## config.mk

```make
export PLATFORM = sky130hd
export DESIGN_NAME = wdog_transition
export DESIGN_NICKNAME = d
export VERILOG_FILES = /design/src/rtl/wdog_transition.sv
export SDC_FILE = /design/constraint.sdc
export NUM_CORES = 1
export LEC_CHECK = 0
export BUFFER_PORTS_ARGS = -buffer_cell sky130_fd_sc_hd__buf_2
export CORE_UTILIZATION = 65
export DETAILED_ROUTE_END_ITERATION = 7
export PLACE_DENSITY_LB_ADDON = 0.12
export RECOVER_POWER = 25
export SLEW_MARGIN = 10
export SYNTH_ARGS = -nofsm -noshare
export SYNTH_HDL_FRONTEND = slang
export SYNTH_SLANG_ARGS = --single-unit
```

## constraint.sdc

```tcl
create_clock -name clk -period 5.11 [get_ports clk]
set_clock_uncertainty 0.15 [all_clocks]
set_input_delay 1.533 -clock clk [delete_from_list [all_inputs] [get_ports clk]]
set_output_delay 1.533 -clock clk [all_outputs]
set_load 0.01 [all_outputs]
```

## src/rtl/wdog_transition.sv

```systemverilog
module wdog_transition #(
  parameter int UNIT_TICKS = 4,
  parameter int BASE_UNITS = 6
) (
  input  logic       clk,
  input  logic       rst_n,
  input  logic       tick,
  input  logic       wd_in,
  input  logic       wd_float,
  input  logic       pwr_fail,
  input  logic [2:0] rate,
  output logic       wd_ok,
  output logic       reset_req
);
  localparam int CW = $clog2(BASE_UNITS * 128) + 1;
  localparam int PW = $clog2(UNIT_TICKS + 1);
  localparam logic [PW-1:0] PRE_LAST = PW'(UNIT_TICKS - 1);

  logic [2:0]    sync_q;
  logic [PW-1:0] pre_q;
  logic [CW-1:0] units_q;
  logic [2:0]    rate_q;
  logic          in_rst_q;
  logic          ok_q;
  logic [2:0]    sh;
  logic [CW-1:0] lim;

  wire dis    = wd_float | pwr_fail;
  wire edge_s = sync_q[1] ^ sync_q[2];
  wire strobe = tick && (pre_q == PRE_LAST);
  wire expire = strobe && (units_q == lim - CW'(1));

  always_comb begin
    case (rate)
      3'd0:    sh = 3'd6;
      3'd7:    sh = 3'd7;
      default: sh = rate - 3'd1;
    endcase
  end

  assign lim = in_rst_q ? (CW'(BASE_UNITS / 6) << sh) : (CW'(BASE_UNITS) << sh);

  always_ff @(posedge clk or negedge rst_n) begin
    if (!rst_n) begin
      sync_q <= '0;
      rate_q <= 3'd0;
    end else begin
      sync_q <= {sync_q[1:0], wd_in};
      rate_q <= rate;
    end
  end

  always_ff @(posedge clk or negedge rst_n) begin
    if (!rst_n) begin
      pre_q    <= '0;
      units_q  <= '0;
      in_rst_q <= 1'b0;
      ok_q     <= 1'b1;
    end else if (dis) begin
      pre_q    <= '0;
      units_q  <= '0;
      in_rst_q <= 1'b0;
      ok_q     <= 1'b1;
    end else begin
      if (edge_s) ok_q <= 1'b1;
      if (rate != rate_q || (edge_s && !in_rst_q)) begin
        pre_q   <= '0;
        units_q <= '0;
      end else begin
        if (tick) pre_q <= (pre_q == PRE_LAST) ? '0 : pre_q + PW'(1);
        if (expire) begin
          units_q  <= '0;
          in_rst_q <= !in_rst_q;
          if (!in_rst_q) ok_q <= 1'b0;
        end else if (strobe) begin
          units_q <= units_q + CW'(1);
        end
      end
    end
  end

  assign wd_ok     = ok_q;
  assign reset_req = in_rst_q;
endmodule

```

==> results of run 1 <==
==> routing by layer <==
metal	routed length [um]	track usage, %	vias to the layer above	share of wire [%]
li1	-	-	834	-
met1	1840	40.4	859	41
met2	2190	53.5	78	49
met3	292	5.81	25	6.5
met4	148	15.0	0	3.3
met5	0	0	-	0
==> through the flow <==
| step | setup WS (ns) | util, % | instances | hold slack [ns] | cell area, um^2 |
|---|---|---|---|---|---|
| final | 0.193 | 72.9 | 261 | 0.213 | 1990 |
| after global routing | 0.0223 | 72.9 | 261 | 0.231 | 1990 |
| after CTS | 0.177 | 72.8 | 261 | 0.217 | 1990 |
| after detailed placement | -0.174 | 70.8 | 257 | 0.186 | 1940 |
| after global placement | 0.0842 | 70.8 | 257 | 0.189 | 1940 |
| after floorplan | 0.265 | - | 224 | 0.181 | 1870 |
==> layout by cell type (no fill, tap or decap), types with 3 or more instances in the layout <==
cell type	count
o211ai_1	3
inv_1	11
nor2_1	23
o21ai_1	4
xor2_1	7
nand3_1	12
a22o_1	3
o22ai_1	3
o21ai_0	3
a221o_1	4
ha_1	7
and3_1	6
nor3_1	6
or4_1	4
buf_2	8
clkbuf_4	3
nor2b_1	5
a21oi_1	11
buf_4	6
o31ai_1	3
dfrtp_1	21
nand2_1	17
xnor2_1	8
a21o_1	3
==> kinds of logic after synthesis <==
logic type / synth area share, %
buffers and inverters: 5.95
AO/OA/AOI/OAI: 23.0
XOR/XNOR: 7.01
adder cells (fa/ha/maj): 5.34
flip-flops: 29.5
multiplexers: 1.67
AND/OR/NAND/NOR: 27.5
==> how the worst max path moves through the flow <==
stage                       endpoint  cells past startpoint  slack [ns]
final                     units_q[9]                     16        0.19
after global routing      units_q[9]                     15        0.02
after CTS                 units_q[9]                     15        0.18
after detailed placement  units_q[9]                     15       -0.17
after global placement    units_q[9]                     15        0.08
after floorplan           units_q[9]                     19        0.27
==> cell usage after synthesis (4+ instances only) <==
cell      number  share of area, %
xnor2_1        8               3.7
or4_1          4               1.6
a21oi_1       11               2.9
clkbuf_1       5               1.0
nand3_1       12               3.2
nor2b_1        5               1.7
a221o_1        4               2.1
xor2_1         7               3.3
buf_2          8               2.1
nor3_1         6               1.6
nor2_1        24               4.8
and3_1         6               2.0
nand2_1       17               3.4
ha_1           8               5.3
o21ai_1        4               1.1
inv_1         11               2.2
dfrtp_1       21                28
==> what timing repair did <==
action                                 4_1_cts  5_1_grt
resized for setup                            0        3
endpoints found under the hold margin        0        0
setup endpoints to repair                    0        5
==> where the power goes <==
group	total, mW	internal, mW	switching [mW]	leakage, nW
clock network	0.133	0.0794	0.0540	0.0279
registers	0.178	0.177	0.00117	0.290
logic	0.0827	0.0323	0.0504	0.529
total	0.394	0.288	0.106	0.847
==> flip-flops by register name (all words and copies together) (netlist names) <==
signal	cells
units_q	11
pre_q	3
rate_q	3
sync_q	3
reset_req	1
wd_ok	1
==> final cells by class <==
class,count,area [um^2]
Multi-Input combinational cell,177,1220
Tap cell,31,38.8
Sequential cell,22,552
Clock buffer,3,22.5
Clock inverter,1,30.0
Inverter,11,41.3
Fill cell,215,741
Timing Repair Buffer,16,92.6
==> worst max-delay path, stage by stage <==
cell and delay (ns):
buf_2 0.14, inv_1 0.09, ha_1 0.20, nor2b_1 0.15, a21oi_1 0.07, ha_1 0.48
nand3_1 0.15, ha_1 0.30, xnor2_1 0.36, o2111ai_1 0.19, nand3_1 0.13, a41oi_1 0.05
a311oi_2 0.38, a31oi_4 0.24, and3_1 0.24, a221o_1 0.26
==> run metrics, run 1 <==
htree depth 1; Skew-Pair Late Insertion Delay 0.32 ns; final hold violations 0; hold wc startpoint sync_q[0]; WP data required 5.16 ns; unrepaired setup endpoints after global routing no; hold buffer count at CTS 0; routability cong. slightly above 0.9; Setup crit end kind register; layout cell share with drive strength beyond 1 13.5%; postcts setup bufs 0; GRT Util Overall between 30% and 40%; Final setup viols 0; R2R cell count 12; Worst Max-Slew Pin Slew 1.21 ns; die footprint slightly above 0.003 mm^2; sequential fraction of the synthesis area between 20% and 30%; via count 1,796; I/O pin count 11; worst hold path class reg2reg; DR vias/cell 6.88; Post-Syn Area around 0.0019 mm^2; cells after synthesis 224; WL final 4470 um; antenna-violating nets left 0; port bufs 10; status finished clean; CTS Buffer Depth 2; syn_nets 241; DRC viols 0; CP Class in2reg; Yosys cell types just under 60; pin count of the biggest net entering global routing 26; Core Footprint 0.00273 mm^2; post-detailed-route wirelength per cell 17.1 um; start point of the critical path rate[0]; maxcap violations 0; Crit Reg-Reg Startpoint reset_req; detailed placement HPWL 3250 um; Yosys reg bits 22; Cell Pwr Density between 150 and 200 mW/mm^2; ys flop type dfrtp_1; Leak between 0.8 and 0.9 nW; worst hold stages 0; hold endpoint sync_q[1]; Peak VDD IR about 0.21 mV; drt first pass iters 5; Startpoint Class input pin; setup_tns 0 ns; starting DRC count in detailed routing 139; CP Data Arrival Time 4.97 ns; R2R Path End units_q[9]; period utilisation layout 96.2%; Async SR Flop Fraction 100%; Total Power 0.394 mW; Post-synth EDFFs 0; antenna violations before repair 0; first-pass GRT wire length 7910 um; CTS tree built; ANT cells 0; maximum clock frequency between 200 and 250 MHz; reg2reg setup slack 1.05 ns; height of the die around 56 um; worst rel slew slack roughly a fifth; Slew Limit Fails 0; Initial Util about two thirds; Final min period 4.92 ns; Area Growth Syn to Fin 6.41%; vias in the first global route ~1,800; Nets 248; synth warn 0; Core Rows 19; DIE WIDTH roughly 56 um; clock sink count 22; Crit Path Max Fanout 12; total CTS buffers 3; Synth Area per Inst 8.36 um^2; CTS root buf clkbuf_4; CTS clk-pin slew, worst paths 0.13 ns; total global routing overflow 0
Power figures use the tool's default switching activity.
==> run 2, diff against run 1 <==
--- a/config.mk
+++ b/config.mk
@@ -8,7 +8,7 @@
 export BUFFER_PORTS_ARGS = -buffer_cell sky130_fd_sc_hd__buf_2
 export CORE_UTILIZATION = 65
 export DETAILED_ROUTE_END_ITERATION = 7
-export PLACE_DENSITY_LB_ADDON = 0.12
+export PLACE_DENSITY = 0.88
 export RECOVER_POWER = 25
 export SLEW_MARGIN = 10
 export SYNTH_ARGS = -nofsm -noshare
==> run metrics, run 2 (same netlist as run 1, synthesis figures left out) <==
status finished clean; ANT cells 0 (unchanged); Worst Max-Slew Pin Slew 1.12 ns (-0.0900 ns); Initial Util 68.5% (unchanged); final hold violations 0 (unchanged); worst hold path class reg2reg; reg2reg setup slack 1.18 ns (+0.13 ns); Leak 0.856 nW (+1.0%); routability cong. 0.875 (-5.5%); Slew Limit Fails 0 (unchanged); max incr delay on CP 0.37 ns (-0.11 ns); Core Rows 19 (unchanged); CTS clk-pin slew, worst paths 0.12 ns (about the same); Final setup viols 0 (unchanged); pin count of the biggest net entering global routing 26 (unchanged); Skew-Pair Late Insertion Delay 0.31 ns (about the same); fin cells 262 (+0.38%); Final min period 4.82 ns (-0.0978 ns); maxcap violations 0 (unchanged); placed instance count 258 (+0.39%); height of the die 55.7 um (unchanged); CP Class in2reg; area of the multi-input gates 0.00121 mm^2 (-0.51%); hold buffer count at CTS 0 (unchanged); first-pass GRT wire length 7360 um (-6.9%); maximum clock frequency 207 MHz (+2.0%); antenna-violating nets left 0 (unchanged); worst hold stages 0 (unchanged); post-CTS sizing 0 (unchanged); end-of-flow core utilization 73.0% (about the same); hold endpoint sync_q[1]; most common cell after layout, fill and taps aside nor2_1; setup_tns 0 ns (unchanged); hold wc startpoint sync_q[0]; WP data required 5.17 ns (about the same); R2R cell count 12 (unchanged); via count 1,714 (-4.6%); start point of the critical path rate[0]; Nets 249 (+0.40%); htree depth 1 (unchanged); worst path bufs/invs 2 (unchanged); GRT Util Overall 29.3% (-2.8 points); layout cell share with drive strength beyond 1 13.0% (-0.49 points); post-detailed-route wirelength per cell 15.6 um (-8.8%); die footprint 0.00310 mm^2 (unchanged); CP top delay family compound AO/OA/AOI/OAI gates; DR vias/cell 6.54 (-4.9%); total global routing overflow 0 (unchanged); Peak VDD IR 0.283 mV (+34%); worst rel slew slack 25.6% (+6.0 points); total CTS buffers 3 (unchanged); detailed placement HPWL 3120 um (-4.0%); CTS tree built; final worst slack 0.290 ns (+0.0978 ns); filler cell count 211 (-1.9%); most frequent cells in the layout nor2_1, dfrtp_1, nand2_1; starting DRC count in detailed routing 103 (-26%); CP Data Arrival Time 4.88 ns (-0.09 ns); DIE WIDTH 55.7 um (unchanged); Setup crit end kind register; max reg flops 11 (unchanged); CTS root buf clkbuf_4; Setup WS pre-CTS -0.0244 ns (+0.149 ns); port bufs 10 (unchanged); I/O pin count 11 (unchanged); Largest Register units_q; unrepaired setup endpoints after global routing no; R2R Path End units_q[9]; drt first pass iters 5 (unchanged); Core Footprint 0.00273 mm^2 (unchanged); postcts setup bufs 0 (unchanged); Area Growth Syn to Fin 6.48% (about the same); Crit Reg-Reg Startpoint reset_req; Post-Place Cell Area 0.00194 mm^2 (+0.39%); Cell Pwr Density 194 mW/mm^2 (-1.8%); CTS Buffer Depth 2 (unchanged); DRC viols 0 (unchanged); Slowest-stage cell, CP ha_1; WL final 4100 um (-8.4%); post-layout instance area 0.00199 mm^2 (about the same); CP most frequent cell ha_1; register area 552 um^2 (unchanged); clock sink count 22 (unchanged); antenna violations before repair 0 (unchanged); vias in the first global route 1,614 (-8.8%); Hold Slack 0.230 ns (+0.0169 ns); period utilisation layout 94.3% (-1.9 points); Startpoint Class input pin; Crit Path Max Fanout 11 (-1); Total Power 0.387 mW (-1.7%); CP cell instances buf_2 > inv_1 > ha_1 > nor2b_1 > a21oi_1 > ha_1 > nand3_1 > ha_1 > nand3_1 > a211oi_1 > a31oi_1 > xor2_1 > a311oi_2 > a31oi_4 > and3_1 > a221o_1
[run 2: changes by cell type in the layout (fill, tap and decap cells not counted), sizes merged]
cell  before  now
buf       14   15
[run 2: how the worst max path moves through the flow]
stage / endpoint / slack (ns) / cells after the start
6_report: units_q[9] / 0.29 / 16
5_1_grt: units_q[9] / 0.05 / 16
4_1_cts: units_q[9] / 0.32 / 16
3_5_place_dp: units_q[9] / -0.02 / 16
3_3_place_gp: units_q[4] / 0.11 / 16
2_1_floorplan: units_q[9] / 0.27 / 19
[run 2: layer usage]
layer  wire length (um)  GRT usage, %  vias to the layer above
li1                   -             -                      834
met1               1880          40.5                      831
met4                 61          5.71                        0
met2               2010          48.5                       43
met3                139          5.12                        6
met5                  0             0                        -
[run 2: final cells by class]
| class | count | area share (%) |
|---|---|---|
| Tap cell | 31 | 1.94 |
| Clock buffer | 3 | 1.13 |
| Inverter | 11 | 2.07 |
| Sequential cell | 22 | 27.7 |
| Clock inverter | 1 | 1.51 |
| Multi-Input combinational cell | 177 | 60.7 |
| Timing Repair Buffer | 17 | 5.02 |
[run 2: power by group]
part | internal, mW | total, mW | switching [mW]
clock network | 0.0793 | 0.130 | 0.0508
registers | 0.177 | 0.178 | 0.00121
logic | 0.0317 | 0.0790 | 0.0473
==> run 3, diff against run 2 <==
--- a/config.mk
+++ b/config.mk
@@ -8,7 +8,7 @@
 export BUFFER_PORTS_ARGS = -buffer_cell sky130_fd_sc_hd__buf_2
 export CORE_UTILIZATION = 65
 export DETAILED_ROUTE_END_ITERATION = 7
-export PLACE_DENSITY = 0.88
+export PLACE_DENSITY = 0.94
 export RECOVER_POWER = 25
 export SLEW_MARGIN = 10
 export SYNTH_ARGS = -nofsm -noshare
==> run metrics, run 3 (same netlist as run 1, synthesis figures left out) <==
status finished clean; total global routing overflow 0 (unchanged); top layer in use met4; Met3 Wirelength 199 um (+43%); via count 1,722 (+0.47%); Setup crit end kind register; clock sink count 22 (unchanged); worst rel slew slack 20.9% (-4.7 points); placed instance count 258 (unchanged); area of the multi-input gates 0.00121 mm^2 (unchanged); Core Footprint 0.00273 mm^2 (unchanged); Area Growth Syn to Fin 6.48% (unchanged); hold buffer count at CTS 0 (unchanged); WL final 4290 um (+4.7%); die footprint 0.00310 mm^2 (unchanged); Setup WS pre-CTS 0.0365 ns (+0.0609 ns); I/O pin count 11 (unchanged); postcts setup bufs 0 (unchanged); R2R cell count 13 (+1); unrepaired setup endpoints after global routing no; worst hold stages 0 (unchanged); layout cell share with drive strength beyond 1 13.0% (unchanged); CTS clk-pin slew, worst paths 0.13 ns (about the same); port bufs 10 (unchanged); drt first pass iters 5 (unchanged); Worst Max-Slew Pin Slew 1.19 ns (+0.0703 ns); routability cong. 0.988 (+13%); max reg flops 11 (unchanged); Slew Limit Fails 0 (unchanged); ANT cells 0 (unchanged); vias in the first global route 1,521 (-5.8%); total CTS buffers 3 (unchanged); worst hold path class reg2reg; CP Class in2reg; Met2 Wirelength 2150 um (+6.6%); most frequent cells in the layout nor2_1, dfrtp_1, nand2_1; Leak 0.855 nW (-0.14%); period utilisation layout 95.2% (+0.93 points); Cell Pwr Density 197 mW/mm^2 (+1.7%); Startpoint Class input pin; maxcap violations 0 (unchanged); Crit Path Max Fanout 11 (unchanged); CTS root buf clkbuf_4; Hold Slack 0.220 ns (-0.00931 ns); Largest Register units_q; Final min period 4.87 ns (+0.0474 ns); GRT Util Overall 28.7% (-0.62 points); register area 552 um^2 (unchanged); DRC viols 0 (unchanged); CTS Buffer Depth 2 (unchanged); final worst slack 0.243 ns (-0.0474 ns); met1 WL 1910 um (+1.5%); Initial Util 68.5% (unchanged); CP Data Arrival Time 4.91 ns (+0.03 ns); CTS tree built; Peak VDD IR 0.250 mV (-12%); detailed placement HPWL 3180 um (+1.9%); height of the die 55.7 um (unchanged); filler cell count 209 (-0.95%); Skew-Pair Late Insertion Delay 0.32 ns (about the same); final hold violations 0 (unchanged); setup_tns 0 ns (unchanged); first-pass GRT wire length 7130 um (-3.1%); WP data required 5.16 ns (about the same); Final setup viols 0 (unchanged); post-CTS sizing 0 (unchanged); htree depth 1 (unchanged); DR vias/cell 6.57 (+0.47%); maximum clock frequency 205 MHz (-0.97%); starting DRC count in detailed routing 77 (-25%); fin cells 262 (unchanged); antenna-violating nets left 0 (unchanged); pin count of the biggest net entering global routing 26 (unchanged); DIE WIDTH 55.7 um (unchanged); antenna violations before repair 0 (unchanged); Nets 249 (unchanged); most common cell after layout, fill and taps aside nor2_1; Core Rows 19 (unchanged); post-detailed-route wirelength per cell 16.4 um (+4.7%)
[run 3: final cells by class]
type / count / share of cell area, %
multi-input combinational: 177 / 60.7
clock inverter: 1 / 1.51
tap: 31 / 1.94
inverter: 11 / 2.07
sequential: 22 / 27.7
timing repair buffer: 17 / 5.02
clock buffer: 3 / 1.13
[run 3: per-layer routing]
metal  up-vias  global-route usage, %
li1        839                      -
met1       828                   39.0
met2        50                   48.7
met3         5                   5.35
met4         0                   4.29
met5         -                      0
[run 3: where the power goes]
part | total [mW] | switching (mW) | internal [mW]
Sequential | 0.178 | 0.00117 | 0.177
Clock | 0.135 | 0.0551 | 0.0795
Combinational | 0.0811 | 0.0490 | 0.0321
[run 3: worst paths after layout]
kind / start / end / slack [ns]
max in group asynchronous: rst_n / units_q[1] / 2.83
hold / removal: sync_q[0] / sync_q[1] / 0.22
setup / recovery: rate[0] / units_q[2] / 0.24
setup reg to reg: reset_req / units_q[2] / 1.04
hold reg to reg: sync_q[0] / sync_q[1] / 0.22
min in group asynchronous: rst_n / sync_q[2] / 1.26
[run 3: worst max-delay path, stage by stage]
cell and delay [ns]:
buf_2 0.13, inv_1 0.08, ha_1 0.19, nor2b_1 0.15, a21oi_1 0.07, ha_1 0.47, nand3_1 0.12, ha_1 0.28
xnor2_1 0.39, o2111ai_1 0.18, nand3_1 0.12, a41oi_1 0.07, a311oi_2 0.39, a31oi_4 0.23, buf_4 0.22, a21oi_1 0.17
mux2i_1 0.11
[run 3: metrics by stage]
step / power, mW / area, um^2 / util, %
6_report: 0.393 / 1990 / 73.0
5_1_grt: 0.409 / 1990 / 73.0
4_1_cts: 0.394 / 2000 / 73.0
3_5_place_dp: 0.261 / 1940 / 71.1
3_3_place_gp: 0.259 / 1940 / 71.1
2_1_floorplan: 0.238 / 1870 / -
